## config.mk

```make
export PLATFORM = sky130hd
export DESIGN_NAME = fpsr_core
export DESIGN_NICKNAME = d
export VERILOG_FILES = /design/src/rtl/fpsr_pkg.sv /design/src/rtl/fpsr_trap_eval.sv /design/src/rtl/fpsr_sticky_bank.sv /design/src/rtl/fpsr_core.sv
export SDC_FILE = /design/constraint.sdc
export NUM_CORES = 1
export LEC_CHECK = 0
export ABC_AREA = 1
export BUFFER_PORTS_ARGS = -buffer_cell sky130_fd_sc_hd__buf_4
export CORE_MARGIN = 2
export CORE_UTILIZATION = 43
export DETAILED_ROUTE_END_ITERATION = 8
export GPL_TIMING_DRIVEN = 1
export PLACE_DENSITY = 0.79
export SKIP_CTS_REPAIR_TIMING = 1
export SLEW_MARGIN = 20
export SYNTH_ARGS = -nofsm -noshare
export SYNTH_HDL_FRONTEND = slang
export SYNTH_SLANG_ARGS = --single-unit
```

## constraint.sdc

```tcl
create_clock -name clk -period 1.3 [get_ports clk]
set_clock_uncertainty 0.15 [all_clocks]
set_input_delay 0.195 -clock clk [delete_from_list [all_inputs] [get_ports clk]]
set_output_delay 0.195 -clock clk [all_outputs]
set_load 0.01 [all_outputs]
```

## src/rtl/fpsr_pkg.sv

```systemverilog
package fpsr_pkg;
    localparam int unsigned FLAG_N = 5;
    // flag bit order within every flag-wide field
    localparam int unsigned FL_INVALID  = 0;
    localparam int unsigned FL_OVERFLOW = 1;
    localparam int unsigned FL_UNDERFLW = 2;
    localparam int unsigned FL_DIVZERO  = 3;
    localparam int unsigned FL_INEXACT  = 4;
endpackage

```

## src/rtl/fpsr_trap_eval.sv

```systemverilog
module fpsr_trap_eval #(
    parameter int unsigned NFLAGS = fpsr_pkg::FLAG_N
) (
    input  logic              clk,
    input  logic              rst_n,
    input  logic              op_done,
    input  logic [NFLAGS-1:0] flags,
    input  logic [NFLAGS-1:0] trap_en,
    input  logic              glob_en,
    output logic              raise
);
    logic [NFLAGS-1:0] hit;

    always_comb begin
        hit   = flags & trap_en;
        raise = op_done && glob_en && (|hit);
    end

    // a cleared global enable blocks every request
    a_r5_global_gate: assert property (@(posedge clk) disable iff (!rst_n)
        !glob_en |-> !raise);
    // no enabled flag, no request
    a_r6_needs_match: assert property (@(posedge clk) disable iff (!rst_n)
        ((flags & trap_en) == '0) |-> !raise);
endmodule

```

## src/rtl/fpsr_sticky_bank.sv

```systemverilog
module fpsr_sticky_bank #(
    parameter int unsigned NFLAGS = fpsr_pkg::FLAG_N
) (
    input  logic [NFLAGS-1:0] cur,
    input  logic [NFLAGS-1:0] flags,
    input  logic              accum,
    input  logic              wr,
    input  logic [NFLAGS-1:0] wr_val,
    output logic [NFLAGS-1:0] nxt
);
    for (genvar i = 0; i < NFLAGS; i++) begin : g_bit
        always_comb begin
            if (wr)
                nxt[i] = wr_val[i];
            else if (accum)
                nxt[i] = cur[i] | flags[i];
            else
                nxt[i] = cur[i];
        end
    end
endmodule

```

## src/rtl/fpsr_core.sv

```systemverilog
module fpsr_core #(
    parameter int unsigned NFLAGS = fpsr_pkg::FLAG_N,
    localparam int unsigned CSR_W = 1 + 3 * NFLAGS
) (
    input  logic              clk,
    input  logic              rst_n,
    input  logic              op_done,
    input  logic [NFLAGS-1:0] op_flags,
    input  logic              csr_we,
    input  logic [CSR_W-1:0]  csr_wdata,
    output logic [CSR_W-1:0]  csr_rdata,
    output logic              fp_trap
);
    localparam int unsigned EN_LO  = 1;
    localparam int unsigned CA_LO  = EN_LO + NFLAGS;
    localparam int unsigned ST_LO  = CA_LO + NFLAGS;

    typedef struct packed {
        logic [NFLAGS-1:0] sticky;
        logic [NFLAGS-1:0] cause;
        logic [NFLAGS-1:0] trap_en;
        logic              glob_en;
        logic              trap;
    } state_t;

    state_t            s_d, s_q;
    logic              raise_d;
    logic [NFLAGS-1:0] sticky_d;

    fpsr_trap_eval #(.NFLAGS(NFLAGS)) u_eval (
        .clk     (clk),
        .rst_n   (rst_n),
        .op_done (op_done),
        .flags   (op_flags),
        .trap_en (s_q.trap_en),
        .glob_en (s_q.glob_en),
        .raise   (raise_d)
    );

    fpsr_sticky_bank #(.NFLAGS(NFLAGS)) u_sticky (
        .cur    (s_q.sticky),
        .flags  (op_flags),
        .accum  (op_done && !raise_d),
        .wr     (csr_we),
        .wr_val (csr_wdata[ST_LO +: NFLAGS]),
        .nxt    (sticky_d)
    );

    always_comb begin
        s_d        = s_q;
        s_d.trap   = raise_d;
        s_d.sticky = sticky_d;
        if (op_done)
            s_d.cause = op_flags;
        if (csr_we) begin
            s_d.glob_en = csr_wdata[0];
            s_d.trap_en = csr_wdata[EN_LO +: NFLAGS];
            s_d.cause   = csr_wdata[CA_LO +: NFLAGS];
        end
    end

    always_ff @(posedge clk) begin
        if (!rst_n)
            s_q <= '0;
        else
            s_q <= s_d;
    end

    always_comb begin
        csr_rdata = {s_q.sticky, s_q.cause, s_q.trap_en, s_q.glob_en};
        fp_trap   = s_q.trap;
    end

    // request only follows a completion
    a_r10_pulse_after_done: assert property (@(posedge clk) disable iff (!rst_n)
        !op_done |=> !fp_trap);
    // enabled flag with global enable yields a request
    a_r4_trap_raised: assert property (@(posedge clk) disable iff (!rst_n)
        (op_done && csr_rdata[0] && ((op_flags & csr_rdata[EN_LO +: NFLAGS]) != '0))
        |=> fp_trap);
    // trapping completion keeps sticky bits
    a_r7_sticky_hold_on_trap: assert property (@(posedge clk) disable iff (!rst_n)
        (fp_trap && !$past(csr_we)) |-> $stable(csr_rdata[ST_LO +: NFLAGS]));
    // no sticky bit clears without a write
    a_r11_no_self_clear: assert property (@(posedge clk) disable iff (!rst_n)
        !csr_we |=> ((csr_rdata[ST_LO +: NFLAGS] & $past(csr_rdata[ST_LO +: NFLAGS]))
                     == $past(csr_rdata[ST_LO +: NFLAGS])));
    // cause follows the completed operation
    a_r3_cause_update: assert property (@(posedge clk) disable iff (!rst_n)
        (op_done && !csr_we) |=> (csr_rdata[CA_LO +: NFLAGS] == $past(op_flags)));
endmodule

```

==> Yosys cells after proc, flatten, opt, wreduce, memory -nomap -nowiden <==
Cells that the tools add are included.
{ "op_classes": {"n_eq_ne": 0, "shift": 0, "n_addsub": 0, "muxes": 12, "reduce_logical": 7, "n_bitwise": 6, "n_mul": 0, "magnitude_cmp": 0, "div": 0} }
{ "op_table": {"columns": ["cell", "n"], "rows": [
  ["$mux 11", 1],
  ["$mux 1", 10],
  ["$and 5x5->5", 1],
  ["$mux 5", 1],
  ["$or 1x1->1", 5],
  ["$reduce_or 5->1", 1],
  ["$reduce_bool 2->1", 2],
  ["$logic_and 1x1->1", 3],
  ["$logic_not 1->1", 1]
]} }
{ "word_totals": {"mem_bits_ro": 0, "mem_count": 0, "mem_bits_rw": 0, "latch_bits": 0, "regBits": 17} }

==> Depth between registers and ports, before layout <==
{ "depth": {"ltp_word": 7, "ltp_mapped": 7, "mapped_depth_nobuf": 7} }

==> Modules after synthesis <==
Synthesis repeated with hierarchy kept, for this count alone.
{ "unflattened": {"hier_cells": 115, "hier_area_um2": 754.5} }
{ "by_module_without_submodules": {"columns": ["mod", "cells_per_inst", "area_per_inst_um2", "n_inst", "seq_area_each_um2"], "rows": [
  ["fpsr_core", 84, 628.1, 1, 340.3],
  ["fpsr_sticky_bank", 21, 85.1, 1, 0.0],
  ["fpsr_trap_eval", 10, 41.3, 1, 0.0]
]} }

==> Worst setup path before layout <==
No wires, ideal clock.
{ "synth_path": {"path_kind": "register to register", "startpoint": "reg s_q, in the netlist csr_rdata[1]", "endpoint": "reg s_q, in the netlist csr_rdata[12]", "path_stages_with_launch": 8, "path_buffers": 0, "period_less_slack_ps": 1091, "t_arrival_ps": 819, "setup_time_ps": 122, "slack_ps": 209, "path_cell_list": "dfxtp_1 nand2_1 nand2_1 inv_1 nand2_1 nand3_4 nand2_1 a21oi_2"} }
{ "synth_via": {"elab_chain_len": 6} }
{ "synth_rtl": {"columns": ["element", "line", "source"], "rows": [
  ["from (decl)", "fpsr_core.sv:26", "state_t s_d, s_q;"],
  ["from (signal assigned)", "fpsr_core.sv:64", "s_q <= '0;"],
  ["from (signal assigned)", "fpsr_core.sv:66", "s_q <= s_d;"],
  ["$and 5x5->5", "fpsr_trap_eval.sv:15", "hit = flags & trap_en;"],
  ["$reduce_or 5->1", "fpsr_trap_eval.sv:16", "raise = op_done && glob_en && (|hit);"],
  ["$logic_and 1x1->1", "fpsr_trap_eval.sv:16", null],
  ["$logic_not 1->1", "fpsr_core.sv:43", ".accum (op_done && !raise_d),"],
  ["$logic_and 1x1->1", "fpsr_core.sv:43", null],
  ["$reduce_bool 2->1 (no source line)", null, null]
]} }
No other way between the ends.
A chain may end at the register's enable or synchronous reset.

==> Final worst setup path <==
{ "layout_path": {"startpoint": "reg s_q, in the netlist csr_rdata[5]", "endpoint": "out csr_rdata[5]"} }
{ "layout_rtl": {"columns": ["element", "line", "source"], "rows": [
  ["to (decl)", "fpsr_core.sv:11", "output logic [CSR_W-1:0] csr_rdata,"]
]} }
No word-level cell between the ends.

==> impl_metrics.py <==
metrics = {
    "sta": {
        "timing.hold.ws_ns": -0.0224,
        "grt_setup_unrepaired": "no",
        "relSlewSlack": 0.774,
        "setup_tns_ns": 0,
        "period_share": 0.882,
        "fin_crit_ns": 1.15,
        "slew_viol_final": 0,
        "worst_slew_pin_slew_ns": 0.338,
        "report.final.hold_viol_count": 2,
        "fmax_mhz": 872,
        "setup_viol": 0,
    },
    "clock_network": {
        "cts_tree": "built",
        "cts_max_path_buffers": 2,
        "htree_levels": 1,
        "cts_buffers": 3,
        "path_clk_slew_ns": 0.10,
        "cts.sinks": 17,
        "cts-root-buf": "clkbuf_4",
        "worstSkewPairLatency_ns": 0.29,
    },
    "power_and_ir_drop": {
        "p_leak_nw": 0.579,
        "power.density_mw_per_mm2": 980,
        "seqPwrFrac": 0.508,
        "ir_worst_vdd_mv": 0.839,
        "clkPwrFrac": 0.252,
        "p_int_mw": 0.816,
        "switching_share": 0.286,
        "p_comb_frac": 0.241,
        "switchingPower_mw": 0.327,
    },
    "worst_setup_path": {
        "path_class": "reg2out",
        "critPathBufInv": 1,
        "cp_cell_sequence": "buf_4",
        "r2r_cells": 7,
        "critPathMaxStageDelay_ns": 0.38,
        "worstPathRequired_ns": 0.95,
        "cp-end-kind": "output pin",
        "cp_top_family": "flip-flops",
        "arrival_ns": 0.80,
        "slowest_stage": "dfxtp_1",
        "critPathMaxFanout": 3,
        "startpoint_type": "flop",
        "cp.depth": 1,
    },
    "grt": {
        "grt_pass1_wl_mm": 2.84,
        "gr-total-overflow": 0,
        "grt_pass1_vias": 689,
        "grtUsageTotal": 0.184,
        "grt_start_max_net_pins": 20,
        "antenna_found_initial": 0,
    },
    "floorplanning": {
        "ios": 42,
        "initial_core_util": 0.459,
        "core_area_mm2": 0.00173,
        "die_h_um": 47.0,
        "rows": 15,
        "die-area_mm2": 0.00220,
        "die_x_um": 47.0,
    },
    "route": {
        "vias": 817,
        "routed-wl-met3_um": 106,
        "ant_nets": 0,
        "wl_met2_um": 941,
        "first_iter_violations": 28,
        "drc": 0,
        "drtPass1Iterations": 4,
        "highest_layer": "met4",
        "drt-met1-wl_um": 767,
        "via_per_inst": 4.72,
        "wirelength_mm": 1.86,
        "wire_per_inst_um": 10.7,
    },
    "synthesis": {
        "synth_warnings": 0,
        "postSynthCellCount": 103,
        "async_flop_share": 0,
        "synth_edf_count": 0,
        "postSynthAreaPerCell_um2": 7.70,
        "synthTopCellsByCount": "nand2_1 (24), dfxtp_1 (17), nor2_1 (17)",
        "seq_area_frac_synth": 0.429,
        "syn_area_um2": 793,
        "yosysUniqueCellTypes": 15,
        "syn_nets": 128,
        "synthTopCellsByArea": "dfxtp_1 (43%), nand2_1 (11%), o21ai_0 (8.2%)",
        "ys_dominant_reg_cell": "dfxtp_1",
        "yosysMostFrequentCell": "nand2_1",
        "netlist.area_leader.share": 0.429,
        "synth_seq_cells": 17,
        "yosys.area.top_type": "dfxtp_1",
    },
    "hold_path": {
        "min_path_type": "in2reg",
        "hold_path_depth": 3,
    },
    "run": {
        "cap_violations": 0,
    },
    "place": {
        "gp_congestion": 0.752,
        "dp_hpwl_mm": 1.44,
        "place_area_mm2": 0.00110,
        "port-buffer-count": 41,
    },
    "final_layout": {
        "antenna_cells": 0,
        "drive_gt1_frac": 0.399,
        "area_growth_pct": 47.0,
        "final_nets": 174,
        "fin_area_mm2": 0.00117,
    },
    "outcome": {
        "status": "finished with violations",
        "violations": "hold timing",
    },
}
placed cells by master (no fill, tap or decap), types with 2 or more instances in the layout:
cell and n:
a21oi_1 6, dfxtp_1 17, dlygate4sd3_1 4, nor2_1 17
inv_1 8, clkbuf_4 3, buf_4 41, nand2_1 24
nor2_4 3, inv_2 2, o21ai_2 3, o21ai_0 13
a21oi_2 4
metal layers:
metal | vias to the layer above | GRT usage
li1 | 414 | -
met1 | 367 | 0.224
met2 | 32 | 0.315
met3 | 4 | 0.0115
met4 | 0 | 0.117
met5 | - | 0
worst paths after layout:
kind / slack, ns / from / endpoint
max reg2reg: 0.16 / csr_rdata[5]$_SDFFE_PN0P_ / csr_rdata[15]$_SDFFE_PN0P_
min reg2reg: 0.31 / csr_rdata[13]$_SDFFE_PN0P_ / csr_rdata[13]$_SDFFE_PN0P_
max: 0.15 / csr_rdata[5]$_SDFFE_PN0P_ / csr_rdata[5]
min: -0.02 / csr_wdata[5] / csr_rdata[5]$_SDFFE_PN0P_
per-stage QoR:
step | hold slack, ns | setup WS, ns | util | std cells | power (mW)
2_1_floorplan | 0.180 | 0.209 | - | 103 | 0.728
3_3_place_gp | 0.271 | 0.0990 | 0.636 | 165 | 0.855
3_5_place_dp | 0.274 | 0.0711 | 0.636 | 165 | 0.860
4_1_cts | -0.0330 | 0.151 | 0.652 | 169 | 1.14
5_1_grt | 0.00499 | 0.0237 | 0.675 | 173 | 1.19
6_report | -0.0224 | 0.153 | 0.675 | 173 | 1.14
power groups by stage:
stage,clock network (mW),logic (mW),registers (mW)
CTS,0.292,0.268,0.581
floorplan,0,0.121,0.607
finish,0.288,0.275,0.580
global placement,0,0.264,0.591
detailed placement,0,0.267,0.593
global route,0.304,0.306,0.585
cell type report:
cell class	count	area, um^2
well taps	25	31.3
clock buffers	3	22.5
clock inverters	1	5.00
repair buffers	45	348
fillers	158	561
multi-input cells	72	382
flip-flops and latches	17	340
inverters	10	37.5
state kept, by name (all words and copies together), names as in the netlist:
register and cells:
fp_trap 1, csr_rdata 16
worst min-delay path, stage by stage:
cell	delay [ns]
buf_4	0.08
nor2_1	0.03
nor2_1	0.08
cells by family after synthesis:
logic type | Yosys count | share of synthesized area
and+or+nand+nor | 46 | 0.284
AOI/OAI and AO/OA | 26 | 0.197
DFF | 17 | 0.429
buffers and inverters | 14 | 0.0899
Power figures use the tool's default switching activity.
